$ cat src/rtl/pwm2_pkg.sv
package pwm2_pkg;

  // Control word bit positions (software-visible, decoded by the channel core)
  localparam int CTRL_W        = 6;
  localparam int CB_ENABLE     = 0;
  localparam int CB_INVERT     = 1;
  localparam int CB_AUTOLOAD   = 2;
  localparam int CB_STOP_NOW   = 3;
  localparam int CB_FORCE_PRE  = 4;
  localparam int CB_FORCE_PER  = 5;

  // Register select: low two bits of the word address inside a channel slot
  typedef enum logic [1:0] {
    SEL_CTRL = 2'd0,
    SEL_PRE  = 2'd1,
    SEL_PER  = 2'd2,
    SEL_DUTY = 2'd3
  } reg_sel_e;

  // Counter has reached (or passed) its limit
  function automatic logic reached(input logic [15:0] cnt, input logic [15:0] lim);
    return cnt >= lim;
  endfunction

  // Position inside the cycle lies in the active window
  function automatic logic in_active(input logic [15:0] pos, input logic [15:0] duty);
    return pos < duty;
  endfunction

endpackage

$ cat src/rtl/pwm_sync_reg.sv
module pwm_sync_reg #(
  parameter int W   = 12,
  parameter int DLY = 3
) (
  input  logic         clk,
  input  logic         rst_n,
  input  logic         wr,
  input  logic [W-1:0] wdata,
  output logic [W-1:0] shadow,
  output logic [W-1:0] synced,
  output logic         pending
);
  localparam int CW = $clog2(DLY + 1);

  logic [CW-1:0] left;
  logic          absorb;

  assign pending = (left != '0);
  assign absorb  = (left == CW'(1));

  always_ff @(posedge clk or negedge rst_n) begin
    if (!rst_n) begin
      shadow <= '0;
      synced <= '0;
      left   <= '0;
    end else begin
      if (absorb) synced <= shadow;
      if (wr) begin
        shadow <= wdata;
        left   <= CW'(DLY);
      end else if (pending) begin
        left <= left - CW'(1);
      end
    end
  end
endmodule

$ cat src/rtl/pwm_chan_core.sv
module pwm_chan_core
  import pwm2_pkg::*;
#(
  parameter int PRE_W = 10,
  parameter int PER_W = 12
) (
  input  logic              clk,
  input  logic              rst_n,
  input  logic [CTRL_W-1:0] ctrl_s,
  input  logic              ctrl_pend,
  input  logic [PRE_W-1:0]  pre_s,
  input  logic [PER_W-1:0]  per_s,
  input  logic [PER_W-1:0]  duty_s,
  output logic              pwm_out,
  output logic              running,
  output logic              wrap,
  output logic              force_per,
  output logic [PER_W-1:0]  act_per
);
  logic [PRE_W-1:0] act_pre, pre_cnt;
  logic [PER_W-1:0] act_duty, per_cnt;
  logic             pend_q, force_pre, tick, en, inv, auto, stop_now, ctrl_landed;

  assign en       = ctrl_s[CB_ENABLE];
  assign inv      = ctrl_s[CB_INVERT];
  assign auto     = ctrl_s[CB_AUTOLOAD];
  assign stop_now = ctrl_s[CB_STOP_NOW];

  // A control write has just been absorbed: its pending flag fell last cycle
  assign ctrl_landed = pend_q && !ctrl_pend;
  assign force_pre   = ctrl_landed && ctrl_s[CB_FORCE_PRE];
  assign force_per   = ctrl_landed && ctrl_s[CB_FORCE_PER];

  assign tick = reached(16'(pre_cnt), 16'(act_pre));
  assign wrap = running && tick && reached(16'(per_cnt), 16'(act_per));

  assign pwm_out = running ? (in_active(16'(per_cnt), 16'(act_duty)) ^ inv) : inv;

  always_ff @(posedge clk or negedge rst_n) begin
    if (!rst_n) begin
      running  <= 1'b0;
      pre_cnt  <= '0;
      per_cnt  <= '0;
      act_pre  <= '0;
      act_per  <= '0;
      act_duty <= '0;
      pend_q   <= 1'b0;
    end else begin
      pend_q <= ctrl_pend;
      if (!running) begin
        pre_cnt  <= '0;
        per_cnt  <= '0;
        act_pre  <= pre_s;
        act_per  <= per_s;
        act_duty <= duty_s;
        running  <= en;
      end else begin
        if (!en && stop_now) begin
          running <= 1'b0;
          pre_cnt <= '0;
          per_cnt <= '0;
        end else if (wrap) begin
          pre_cnt <= '0;
          per_cnt <= '0;
          running <= en;
          if (auto) begin
            act_pre  <= pre_s;
            act_per  <= per_s;
            act_duty <= duty_s;
          end
        end else if (tick) begin
          pre_cnt <= '0;
          per_cnt <= per_cnt + PER_W'(1);
        end else begin
          pre_cnt <= pre_cnt + PRE_W'(1);
        end
        if (force_pre) act_pre <= pre_s;
        if (force_per) act_per <= per_s;
      end
    end
  end
endmodule

$ cat src/rtl/pwm2_shadowed.sv
module pwm2_shadowed
  import pwm2_pkg::*;
#(
  parameter int NUM_CH   = 2,
  parameter int PRE_W    = 10,
  parameter int PER_W    = 12,
  parameter int SYNC_DLY = 3,
  localparam int STAT_W  = 8 * NUM_CH - 4,
  localparam int DATA_W  = (STAT_W > PER_W) ? STAT_W : PER_W,
  localparam int ADDR_W  = 5
) (
  input  logic              clk,
  input  logic              rst_n,
  input  logic              bus_we,
  input  logic [ADDR_W-1:0] bus_addr,
  input  logic [DATA_W-1:0] bus_wdata,
  output logic [DATA_W-1:0] bus_rdata,
  output logic [NUM_CH-1:0] pwm_out
);
  localparam logic [ADDR_W-1:0] STATUS_WORD = ADDR_W'(16);

  // Address decode
  logic       in_slots, is_status;
  logic [1:0] slot;
  reg_sel_e   sel;

  assign in_slots  = !bus_addr[4];
  assign slot      = bus_addr[3:2];
  assign sel       = reg_sel_e'(bus_addr[1:0]);
  assign is_status = (bus_addr == STATUS_WORD);

  // Per-channel shadow / synced values and observation wires
  logic [CTRL_W-1:0] ctrl_sh [NUM_CH];
  logic [CTRL_W-1:0] ctrl_s  [NUM_CH];
  logic [PRE_W-1:0]  pre_sh  [NUM_CH];
  logic [PRE_W-1:0]  pre_s   [NUM_CH];
  logic [PER_W-1:0]  per_sh  [NUM_CH];
  logic [PER_W-1:0]  per_s   [NUM_CH];
  logic [PER_W-1:0]  duty_sh [NUM_CH];
  logic [PER_W-1:0]  duty_s  [NUM_CH];
  logic [PER_W-1:0]  ch_act_per [NUM_CH];
  logic [NUM_CH-1:0] pend_ctrl, pend_pre, pend_per, pend_duty;
  logic [NUM_CH-1:0] ch_running, ch_wrap, ch_force_per, ch_en_s, ch_stop_s;
  logic [DATA_W-1:0] status_vec;

  for (genvar c = 0; c < NUM_CH; c++) begin : g_ch
    logic hit;
    assign hit = bus_we && in_slots && (slot == 2'(c));

    pwm_sync_reg #(.W(CTRL_W), .DLY(SYNC_DLY)) u_ctrl (
      .clk(clk), .rst_n(rst_n), .wr(hit && sel == SEL_CTRL),
      .wdata(bus_wdata[CTRL_W-1:0]), .shadow(ctrl_sh[c]), .synced(ctrl_s[c]),
      .pending(pend_ctrl[c]));

    pwm_sync_reg #(.W(PRE_W), .DLY(SYNC_DLY)) u_pre (
      .clk(clk), .rst_n(rst_n), .wr(hit && sel == SEL_PRE),
      .wdata(bus_wdata[PRE_W-1:0]), .shadow(pre_sh[c]), .synced(pre_s[c]),
      .pending(pend_pre[c]));

    pwm_sync_reg #(.W(PER_W), .DLY(SYNC_DLY)) u_per (
      .clk(clk), .rst_n(rst_n), .wr(hit && sel == SEL_PER),
      .wdata(bus_wdata[PER_W-1:0]), .shadow(per_sh[c]), .synced(per_s[c]),
      .pending(pend_per[c]));

    pwm_sync_reg #(.W(PER_W), .DLY(SYNC_DLY)) u_duty (
      .clk(clk), .rst_n(rst_n), .wr(hit && sel == SEL_DUTY),
      .wdata(bus_wdata[PER_W-1:0]), .shadow(duty_sh[c]), .synced(duty_s[c]),
      .pending(pend_duty[c]));

    pwm_chan_core #(.PRE_W(PRE_W), .PER_W(PER_W)) u_core (
      .clk(clk), .rst_n(rst_n), .ctrl_s(ctrl_s[c]), .ctrl_pend(pend_ctrl[c]),
      .pre_s(pre_s[c]), .per_s(per_s[c]), .duty_s(duty_s[c]),
      .pwm_out(pwm_out[c]), .running(ch_running[c]), .wrap(ch_wrap[c]),
      .force_per(ch_force_per[c]), .act_per(ch_act_per[c]));

    assign ch_en_s[c]   = ctrl_s[c][CB_ENABLE];
    assign ch_stop_s[c] = ctrl_s[c][CB_STOP_NOW];
  end

  // Status word: four pending flags per channel, one byte lane each
  always_comb begin
    status_vec = '0;
    for (int c = 0; c < NUM_CH; c++) begin
      status_vec[8*c +: 4] = {pend_duty[c], pend_per[c], pend_pre[c], pend_ctrl[c]};
    end
  end

  // Read mux: shadows are what software sees
  always_comb begin
    bus_rdata = '0;
    if (is_status) begin
      bus_rdata = status_vec;
    end else if (in_slots) begin
      for (int c = 0; c < NUM_CH; c++) begin
        if (slot == 2'(c)) begin
          case (sel)
            SEL_CTRL: bus_rdata = DATA_W'(ctrl_sh[c]);
            SEL_PRE:  bus_rdata = DATA_W'(pre_sh[c]);
            SEL_PER:  bus_rdata = DATA_W'(per_sh[c]);
            default:  bus_rdata = DATA_W'(duty_sh[c]);
          endcase
        end
      end
    end
  end
endmodule

$ cat config.mk
export PLATFORM = sky130hd
export DESIGN_NAME = pwm2_shadowed
export DESIGN_NICKNAME = d
export VERILOG_FILES = /design/src/rtl/pwm2_pkg.sv /design/src/rtl/pwm_sync_reg.sv /design/src/rtl/pwm_chan_core.sv /design/src/rtl/pwm2_shadowed.sv
export SDC_FILE = /design/constraint.sdc
export NUM_CORES = 1
export LEC_CHECK = 0
export BUFFER_PORTS_ARGS = -buffer_cell sky130_fd_sc_hd__buf_4
export CAP_MARGIN = 15
export CORE_MARGIN = 3
export CORE_UTILIZATION = 61
export CTS_CLUSTER_DIAMETER = 40
export DETAILED_ROUTE_END_ITERATION = 8
export GPL_TIMING_DRIVEN = 0
export PLACE_DENSITY = 0.78
export SLEW_MARGIN = 20
export SYNTH_ARGS = -nofsm -noshare
export SYNTH_HDL_FRONTEND = slang
export SYNTH_SLANG_ARGS = --single-unit
$ cat constraint.sdc
create_clock -name clk -period 3.2 [get_ports clk]
set_input_delay 0.64 -clock clk [delete_from_list [all_inputs] [get_ports clk]]
set_output_delay 0.64 -clock clk [all_outputs]
set_load 0.005 [all_outputs]
==> impl_results.md <==
* Share of post-route cells with drive strength above 1 at between 20 and 30%
* Diode count at 0
* Vias at approximately 9200
* Ys async rst share at 100%
* Warnings, synthesis at 0
* Fin. Hold Viols at 0
* Worst Setup Path Type: primary input to primary output
* Die height at roughly 160 um
* Switching Share at about a third
* Clock power share at slightly below 30%
* Pint at around 0.0098 W
* CTS Buffer Depth at 3
* Post-synthesis sequential area ratio at between 50% and 60%
* Unique masters post-synth at between 60 and 70
* CP most frequent cell: buf_4
* DIE WIDTH at between 150 and 200 um
* Area growth syn-to-layout at 13.9%
* Worst Setup End Kind: primary output
* Max VDD drop at 0.391 mV
* Routed WL per cell at about 20 um
* Dpl hpwl at 22.1 mm
* Ys flop type: dfrtp_1
* Place WS at 0.0823 ns
* Reg power frac at 38.8%
* Core area at about 23000 um^2
* Vias in the first global route at 9665
* Final WS setup at about 0.12 ns
* Layout Nets at roughly 1300
* Area occupied by multi-input gates at between 6000 and 7000 um^2
* Mapped Area at roughly 14000 um^2
* CP startpoint kind: primary input
* Clock root cell: clkbuf_16
* Leakage at 7.81 nW
* Postcts setup bufs at 0
* Max incr delay on CP at roughly 0.43 ns
* Syn Inst Count at around 1100
* Row count at 55
* Post-synth top area cell: dfrtp_1
* Crit share post-route at between 90% and 100%
* Clock transition at the registers of the reported paths at 0.06 ns
* Antenna violations before repair at 0
* Post-synth net total at ~1200
* Worst-Skew Late Latency at 0.52 ns
* Clk_skew at 0.0174 ns
* Setup TNS at 0 ns
* Starting Density at 62.7%
* Crit path arrival time at around 2.4 ns
* DR iter-0 viols at 600
* Crit path buffers/inverters at 4
* Final min period at about 3.1 ns
* Worst-margin pin slew at around 0.7 ns
* Fmax at 0.324 GHz
* Hold Slack at about 0.41 ns
* Yosys top cell area share at 51.0%
* CP max stage cell: mux2_2
* Delay-heaviest family, CP: buffers and inverters
* First-pass GRT wire length at approximately 50 mm
* CTS sink cnt at a little under 300
* H-Tree Depth at 2
* Max-slew violations at 0
* Worst-path cell chain: buf_4 -> buf_2 -> buf_4 -> mux2_2 -> a221oi_1 -> o32ai_1 -> buf_4
* CTS buffer count at 38
* Max cap viols at 0
* Syn Area/Cell at between 10 and 15 um^2
* Switching power at around 0.0047 W
* Port Buffer Count at 31
* DIE AREA at 25300 um^2
* Reg area at around 7300 um^2
* GRT Total Usage at between 20% and 30%
* TritonCTS clock tree: built
* Unrepaired setup endpoints after global routing: no
* Post-synthesis register bit count at approximately 290
* Filler cell count at 1558
* Largest net degree at the start of global routing at between 90 and 100
* Synth top cells by count: dfrtp_1, mux2_2, inv_1
* Post-layout util at between 70% and 80%
* Area contributors post-synth: dfrtp_1, mux2_2, ha_1, inv_1, mux4_2
* Max-slew headroom at roughly half
* Endpoints failing setup at 0
* Post-synth EDFFs at 0
* CP Max Fanout at 10
* Status: finished, final reports clean
* DRC at 0
* DRT antenna net count at 0
* IO Pins at 34
* RePlAce Congestion at around 0.9
* Gr ovfl total at 0
* Required time of the critical path at 2.56 ns
* Routed WL at about 31 mm
* Count leader, synth: dfrtp_1
* Vias per cell at around 6
* Pre-Repair DR Iteration Count at 5
* Combinational share of power at about a third
* Worst min-delay path class: primary input to register
* PwrDens at approximately 880 nW/um^2
## sequential cells by signal, indices dropped and copies added (netlist names), 20 cells and up
name                  cells
g_ch.u_pre.shadow        20
g_ch.u_core.act_duty     24
g_ch.u_core.act_pre      20
g_ch.u_per.shadow        24
g_ch.u_core.pre_cnt      20
g_ch.u_pre.synced        20
g_ch.u_duty.shadow       24
g_ch.u_duty.synced       24
g_ch.u_core.act_per      24
g_ch.u_per.synced        24
g_ch.u_core.per_cnt      24
## power groups by stage
stage / combinational (W) / clock (W) / sequential (W)
after floorplan: 0.00355 / 0 / 0.00534
after global placement: 0.00433 / 0 / 0.00561
after CTS: 0.00462 / 0.00429 / 0.00561
final: 0.00460 / 0.00423 / 0.00560
after global routing: 0.00509 / 0.00446 / 0.00574
after detailed placement: 0.00455 / 0 / 0.00566
## cell type report
class,instances,share of cell area (%)
inverters,97,2.23
clock buffers,43,6.08
plain buffers,41,1.19
multi-input cells,706,39.6
well taps,313,2.40
clock inverters,21,1.67
repair buffers,35,2.04
flip-flops and latches,292,44.8
## through the flow
| stage | power, W | cells | cell area [um^2] |
|---|---|---|---|
| 2_1_floorplan | 0.00890 | 1136 | 14300 |
| 3_3_place_gp | 0.00994 | 1480 | 14900 |
| 3_5_place_dp | 0.0102 | 1483 | 15000 |
| 4_1_cts | 0.0145 | 1548 | 16300 |
| 5_1_grt | 0.0153 | 1548 | 16300 |
| 6_report | 0.0144 | 1548 | 16300 |
## layer usage
layer  track usage, %  share of wire (%)  up-vias
li1                 -                  -     4220
met1             33.9                 45     4654
met2             39.3                 46      240
met3             7.05                7.2       59
met4             6.09                2.2        0
met5                0                  0        -
## timing repair
| item | in CTS | in global routing |
|---|---|---|
| hold buffers | 1 | 0 |
| endpoints found under the hold margin | 21 | 0 |
| setup endpoints to repair | 0 | 3 |
| resized for setup | 0 | 2 |
## cells by family after synthesis
kind of cell | share of synthesized area (%)
AO/OA/AOI/OAI | 6.86
XOR/XNOR | 1.53
adder cells (fa/ha/maj) | 7.51
buffers and inverters | 3.88
flip-flops | 51.0
multiplexers | 21.7
AND/OR/NAND/NOR | 7.44
## layout by cell type (no fill, tap or decap), types with 12 or more instances in the layout
| cell | instances |
|---|---|
| a21o_1 | 12 |
| a21oi_1 | 12 |
| and3_1 | 20 |
| buf_4 | 37 |
| clkbuf_1 | 24 |
| clkbuf_16 | 39 |
| dfrtp_1 | 292 |
| ha_1 | 86 |
| inv_1 | 97 |
| mux2_2 | 218 |
| mux2i_1 | 17 |
| nand2_1 | 53 |
| nand3_1 | 24 |
| nand4_1 | 13 |
| nor2_1 | 34 |
| o21ai_0 | 25 |
| xor2_1 | 18 |
## path summary, 6_finish.rpt
check,start,end,slack [ns],depth (start not counted)
max in group asynchronous,rst_n,g_ch[1].u_core.act_duty[7]$_DFFE_PN0P_,1.51,4
min in group asynchronous,rst_n,g_ch[0].u_core.act_pre[6]$_DFFE_PN0P_,0.56,2
max reg2reg,g_ch[1].u_core.pre_cnt[5]$_DFF_PN0_,g_ch[1].u_core.act_per[6]$_DFFE_PN0P_,0.34,8
min reg2reg,g_ch[1].u_per.synced[4]$_DFFE_PN0P_,g_ch[1].u_core.act_per[4]$_DFFE_PN0P_,0.48,1
min,bus_wdata[11],g_ch[1].u_duty.shadow[11]$_DFFE_PN0P_,0.41,2
max,bus_addr[0],bus_rdata[8],0.12,7
(Power assumes the default switching activity.)
